==> src/rtl/pwmc_pkg.sv <==
// Shared constants and the packed period/active word layout for the PWM channel.
package pwmc_pkg;
    localparam int PWMC_CNT_W   = 16;  // counter and compare width
    localparam int PWMC_EXP_W   = 4;   // divider exponent field width
    localparam int PWMC_MAX_EXP = 8;   // largest honoured exponent
    localparam int PWMC_PRE_W   = 8;   // prescale field width
    localparam int PWMC_NSRC    = 2;   // number of selectable input clocks

    // Upper half is the period, lower half the active count.
    typedef struct packed {
        logic [PWMC_CNT_W-1:0] period;
        logic [PWMC_CNT_W-1:0] active;
    } pwmc_word_t;
endpackage

==> src/rtl/pwmc_src_sel.sv <==
// Samples every input clock with the core clock, picks one, and flags its rising edges.
// Assumes each input is slower than half the core clock. The select is stable while running.
module pwmc_src_sel #(
    parameter int NSRC  = 2,
    localparam int SEL_W = (NSRC > 1) ? $clog2(NSRC) : 1
) (
    input  logic             clk,
    input  logic             rst_n,
    input  logic [NSRC-1:0]  src_i,
    input  logic [SEL_W-1:0] sel_i,
    output logic             level_o,
    output logic             rise_o
);
    logic [NSRC-1:0] smp_q;
    logic [NSRC-1:0] prev_q;

    // One sample stage and one history stage per input.
    for (genvar g = 0; g < NSRC; g++) begin : g_smp
        always_ff @(posedge clk) begin
            if (!rst_n) begin
                smp_q[g]  <= 1'b0;
                prev_q[g] <= 1'b0;
            end else begin
                smp_q[g]  <= src_i[g];
                prev_q[g] <= smp_q[g];
            end
        end
    end

    // Pick the chosen input and detect its rising edge.
    always_comb begin
        level_o = smp_q[sel_i];
        rise_o  = smp_q[sel_i] & ~prev_q[sel_i];
    end
endmodule

==> src/rtl/pwmc_prescaler.sv <==
// Two cascaded dividers: pass one of every 2^M source ticks, then one of every K+1.
// Assumes nothing about field stability. Both compares use >= so a lowered limit does not stall.
module pwmc_prescaler #(
    parameter int EXP_W   = 4,
    parameter int MAX_EXP = 8,
    parameter int PRE_W   = 8,
    localparam int DIV_W  = (MAX_EXP > 0) ? MAX_EXP : 1
) (
    input  logic             clk,
    input  logic             rst_n,
    input  logic             run_i,
    input  logic             rise_i,
    input  logic [EXP_W-1:0] exp_i,
    input  logic [PRE_W-1:0] pre_i,
    output logic             tick_o
);
    logic [DIV_W-1:0] div_q;
    logic [PRE_W-1:0] pre_q;
    logic [EXP_W-1:0] exp_eff;
    logic [DIV_W:0]   pow_val;
    logic [DIV_W-1:0] div_lim;
    logic             stage1;

    // Clamp the exponent and derive the first-stage limit.
    always_comb begin
        exp_eff = (exp_i > EXP_W'(MAX_EXP)) ? EXP_W'(MAX_EXP) : exp_i;
        pow_val = (DIV_W+1)'(1) << exp_eff;
        div_lim = DIV_W'(pow_val - (DIV_W+1)'(1));
        stage1  = run_i & rise_i & (div_q >= div_lim);
        tick_o  = stage1 & (pre_q >= pre_i);
    end

    // First stage: count source ticks up to the 2^M limit.
    always_ff @(posedge clk) begin
        if (!rst_n || !run_i) begin
            div_q <= '0;
        end else if (rise_i) begin
            div_q <= (div_q >= div_lim) ? '0 : div_q + 1'b1;
        end
    end

    // Second stage: count first-stage ticks up to K.
    always_ff @(posedge clk) begin
        if (!rst_n || !run_i) begin
            pre_q <= '0;
        end else if (stage1) begin
            pre_q <= (pre_q >= pre_i) ? '0 : pre_q + 1'b1;
        end
    end
endmodule

==> src/rtl/pwmc_period_core.sv <==
// Period counter with shadowed period and active values, and the duty compare.
// While stopped, the shadows follow the input word. While running, they load only at a wrap.
module pwmc_period_core
    import pwmc_pkg::*;
(
    input  logic                  clk,
    input  logic                  rst_n,
    input  logic                  run_i,
    input  logic                  tick_i,
    input  pwmc_word_t            word_i,
    output logic [PWMC_CNT_W-1:0] count_o,
    output logic                  active_o
);
    logic [PWMC_CNT_W-1:0] cnt_q;
    pwmc_word_t            shd_q;
    logic                  wrap;

    // Wrap when the next count would reach the period (period 0 acts as 1).
    always_comb begin
        wrap     = ({1'b0, cnt_q} + 1'b1) >= {1'b0, shd_q.period};
        active_o = cnt_q < shd_q.active;
        count_o  = cnt_q;
    end

    // Counter: hold at zero while stopped, step on ticks, wrap at the period.
    always_ff @(posedge clk) begin
        if (!rst_n || !run_i) begin
            cnt_q <= '0;
        end else if (tick_i) begin
            cnt_q <= wrap ? '0 : cnt_q + 1'b1;
        end
    end

    // Shadow: follow the input while stopped, reload at each wrap while running.
    always_ff @(posedge clk) begin
        if (!rst_n) begin
            shd_q <= '0;
        end else if (!run_i || (tick_i && wrap)) begin
            shd_q <= word_i;
        end
    end
endmodule

==> src/rtl/pwm_prescaled_channel.sv <==
// Top of the PWM channel: source pick, two-stage divider, period core and pin mux.
// The pin is combinational from registered state and the mode inputs.
module pwm_prescaled_channel
    import pwmc_pkg::*;
(
    input  logic                  clk,
    input  logic                  rst_n,
    input  logic                  src0_clk_i,
    input  logic                  src1_clk_i,
    input  logic                  src_sel_i,
    input  logic [PWMC_EXP_W-1:0] div_exp_i,
    input  logic [PWMC_PRE_W-1:0] prescale_i,
    input  logic [31:0]           cycle_word_i,
    input  logic                  polarity_i,
    input  logic                  gate_i,
    input  logic                  enable_i,
    input  logic                  bypass_i,
    output logic                  pwm_o,
    output logic [PWMC_CNT_W-1:0] count_o
);
    logic run;
    logic src_level;
    logic src_rise;
    logic cnt_tick;
    logic in_active;

    assign run = gate_i & enable_i;

    pwmc_src_sel #(.NSRC(PWMC_NSRC)) u_src (
        .clk     (clk),
        .rst_n   (rst_n),
        .src_i   ({src1_clk_i, src0_clk_i}),
        .sel_i   (src_sel_i),
        .level_o (src_level),
        .rise_o  (src_rise)
    );

    pwmc_prescaler #(
        .EXP_W   (PWMC_EXP_W),
        .MAX_EXP (PWMC_MAX_EXP),
        .PRE_W   (PWMC_PRE_W)
    ) u_pre (
        .clk    (clk),
        .rst_n  (rst_n),
        .run_i  (run),
        .rise_i (src_rise),
        .exp_i  (div_exp_i),
        .pre_i  (prescale_i),
        .tick_o (cnt_tick)
    );

    pwmc_period_core u_core (
        .clk      (clk),
        .rst_n    (rst_n),
        .run_i    (run),
        .tick_i   (cnt_tick),
        .word_i   (pwmc_word_t'(cycle_word_i)),
        .count_o  (count_o),
        .active_o (in_active)
    );

    // Pin mux: inactive when stopped, raw source in bypass, else the compare with polarity.
    always_comb begin
        if (!run)          pwm_o = ~polarity_i;
        else if (bypass_i) pwm_o = src_level;
        else               pwm_o = in_active ? polarity_i : ~polarity_i;
    end
endmodule

==> config.mk <==
export PLATFORM = sky130hd
export DESIGN_NAME = pwm_prescaled_channel
export DESIGN_NICKNAME = d
export VERILOG_FILES = /design/src/rtl/pwmc_pkg.sv /design/src/rtl/pwmc_src_sel.sv /design/src/rtl/pwmc_prescaler.sv /design/src/rtl/pwmc_period_core.sv /design/src/rtl/pwm_prescaled_channel.sv
export SDC_FILE = /design/constraint.sdc
export NUM_CORES = 1
export LEC_CHECK = 0
export BUFFER_PORTS_ARGS = -buffer_cell sky130_fd_sc_hd__buf_2
export CORE_AREA = 2 2 88 90
export CTS_BUF_LIST = sky130_fd_sc_hd__clkbuf_2
export CTS_CLUSTER_DIAMETER = 30
export DETAILED_ROUTE_END_ITERATION = 10
export DIE_AREA = 0 0 90 92
export PLACE_DENSITY = 0.87
export SLEW_MARGIN = 20
export SYNTH_ARGS = -nofsm -noshare
export SYNTH_HDL_FRONTEND = slang
export SYNTH_SLANG_ARGS = --single-unit
==> constraint.sdc <==
create_clock -name clk -period 8 [get_ports clk]
set_input_delay 1.6 -clock clk [delete_from_list [all_inputs] [get_ports clk]]
set_output_delay 1.6 -clock clk [all_outputs]
set_load 0.1 [all_outputs]
==> qor.csv <==
metric;value;unit
status;finished clean;
post-cts resize count;0;
Cell Area, Synth;4570;um^2
CP Class;register to output port;
CTS sink count;68;
DR vias;4068;
reg2reg path depth;12;
num rows;32;
CP required;6400;ps
Post-synth EDFFs;0;
Setup TNS;0;ps
residual DRC count;0;
pin count of the biggest net entering global routing;71;
post-synth net total;658;
hold_buf cts;0;
worst reg2reg setup slack;3700;ps
maxcap violations;0;
Reg2Reg Launch Point;u_core.count_o[0]$_SDFFE_PP0P_;
Longest Clk Path Bufs;2;
Max H-tree Level;3;
overall routing resource usage;25.2;%
vias per inst;5.68;
final net count;713;
Routed WL;10100;um
crit path time final;4660;ps
Synth area leaders;dfxtp_1 (30%), ha_1 (14%), nand2_1 (8.2%), mux2i_1 (7.7%), inv_1 (3.5%);
TritonCTS Buffers;9;
DRT Pass-1 Iters;6;
startpoint types;register;
port buffer count;69;
Top FF cell, synth;dfxtp_1;
num ports;70;
first-pass GRT wire length;17300;um
Wirelength per Cell;14.1;um
post-synth cell types;57;
Syn. warnings;0;
CP Capture Type;output port;
Hold Crit Endpoint;u_core.shd_q[27]$_SDFFE_PN0P_;
Worst EP arrival;3060;ps
Tcrit/Tclk final;58.2;%
Placed Instances;700;
root buffer cell;clkbuf_2;
hold wc startpoint;u_core.shd_q[27]$_SDFFE_PN0P_;
Mapped Cells;554;
Clock Latency Late Sink;530;ps
vias in the first global route;3960;
CTS tree;done;
critical path fanouts, max;9;
Hold Vio Cnt, Final;0;
count leader, synth;nand2_1;
P_leak;2.30;nW
Area growth, synth to finish;8.85;%
full die area;8280;um^2
post-detail-place hpwl;7600;um
post-CTS setup buffer count;0;
top cells by count, synth;nand2_1 (100), dfxtp_1 (68), ha_1 (51), inv_1 (43), mux2i_1 (35);
#FFs+latches synth;68;
worst hold path depth;2;
Reg clk slew, reported paths;200;ps
Finish-stage setup viols;0;
VDD IR max;0.0762;mV
cell taking the most area after synthesis;dfxtp_1;
Slew Viols, Final;0;
# diodes;0;
RR Endpoint;u_core.shd_q[20]$_SDFFE_PN0P_;
ANT nets after route;0;
fmax;0.215;GHz
unrepaired setup endpoints after global routing;no;
Initial DRC Count;298;
DIE WIDTH;90;um
ratio of cells with drive above 1 in the final layout;15.0;%
core area;7450;um^2
GP Congestion;0.801;
Slew headroom;35.4;%
initial antenna violation count;0;
Worst Skew;26.4;ps
Async SR Flop Fraction;0;%
Die Y;92;um
Slew @ Worst Pin;968;ps
share of the synthesized area in the top cell type;29.8;%
Hold Path Class;register to register;
fin cells;716;
Initial Utilization;61.3;%
register area share after synthesis;29.8;%
pwr dens;132;nW/um^2
GRT overflow;0;
Avg Cell Area, Syn;8.24;um^2
==> registers in the layout (all words and copies together), names as in the netlist <==
| name | flops |
|---|---|
| u_pre.div_q | 8 |
| u_pre.pre_q | 8 |
| u_core.count_o | 16 |
| u_src.prev_q | 2 |
| u_src.smp_q | 2 |
| u_core.shd_q | 32 |
==> worst max-delay path by stage <==
stage / endpoint / startpoint / depth (start not counted) / slack, ps
after detailed placement: u_core.count_o[14]$_SDFFE_PP0P_ / div_exp_i[1] / 14 / 3060
after CTS: pwm_o / u_core.count_o[5]$_SDFFE_PP0P_ / 7 / 3410
final: pwm_o / u_core.count_o[5]$_SDFFE_PP0P_ / 7 / 3340
after global placement: u_core.count_o[2]$_SDFFE_PP0P_ / div_exp_i[1] / 14 / 3360
after global routing: pwm_o / u_core.count_o[5]$_SDFFE_PP0P_ / 7 / 3310
after floorplan: pwm_o / u_core.count_o[5]$_SDFFE_PP0P_ / 6 / 2250
==> cell families (layout without fill, tap and decap cells) <==
family	Yosys count	count (layout)	synth area share (%)
buffers and inverters	69	129	7.45
muxes	35	35	7.67
adders and majority gates	51	51	14.0
and+or+nand+nor	228	228	24.3
xor gates and xnor gates	28	28	5.37
DFF	68	68	29.8
AOI/OAI and AO/OA	75	75	11.4
==> per-layer routing <==
layer	vias to the layer above	wire (um)	part of all wire [%]	track usage, %
li1	2041	-	-	-
met3	25	550	5.5	5.51
met4	0	233	2.3	9.87
met2	133	4840	48	43.3
met1	1869	4450	44	30.8
met5	-	0	0	0
==> power by group <==
group	internal (mW)	total [mW]	switching [mW]
registers	0.353	0.360	0.00718
logic	0.0415	0.0982	0.0568
clock network	0.0674	0.196	0.128
==> per-stage QoR <==
step	utilization [%]	total power, mW	area, um^2	setup WS (ps)	hold WS, ps
after floorplan	-	0.443	4570	2250	438
after global placement	65.4	0.460	4870	3360	447
after detailed placement	65.4	0.465	4870	3060	453
after CTS	66.7	0.656	4970	3410	476
after global routing	66.7	0.683	4970	3310	500
final	66.7	0.654	4970	3340	477
==> critical path, stage by stage, from the launching register on <==
cell and delay (ps):
dfxtp_1 580, ha_1 320, a2111o_1 360, a31oi_1 130, o21ai_0 140, and4b_1 200
nor3_1 290, buf_2 490
==> final cells by class <==
class / count / area [um^2]
multi-input combinational: 417 / 2860
fill: 631 / 2480
sequential: 68 / 1360
timing repair buffer: 70 / 353
inverter: 43 / 161
tap: 102 / 128
clock inverter: 7 / 57.6
clock buffer: 9 / 45.0
==> placed cells by master, fill, tap and decap left out, types with 2 or more instances in the layout <==
| cell type | count |
|---|---|
| nand3_1 | 23 |
| and4_1 | 4 |
| a31oi_1 | 7 |
| mux2i_1 | 35 |
| nor2_1 | 34 |
| and3_1 | 8 |
| dfxtp_1 | 68 |
| a21o_1 | 7 |
| xnor2_1 | 17 |
| a22oi_1 | 4 |
| clkbuf_2 | 9 |
| xor2_1 | 11 |
| and4b_1 | 2 |
| nand2_1 | 100 |
| nand2b_1 | 6 |
| a21oi_1 | 26 |
| nor3_1 | 5 |
| o211ai_1 | 3 |
| o21a_1 | 4 |
| a211oi_1 | 2 |
| a2111o_1 | 2 |
| inv_1 | 43 |
| or2_2 | 2 |
| buf_2 | 69 |
| o21ai_0 | 5 |
| and2_1 | 7 |
| clkinv_1 | 4 |
| nand4_1 | 25 |
| ha_1 | 51 |
| nand4b_1 | 2 |
Note: power is estimated with default switching activity, not from simulation.
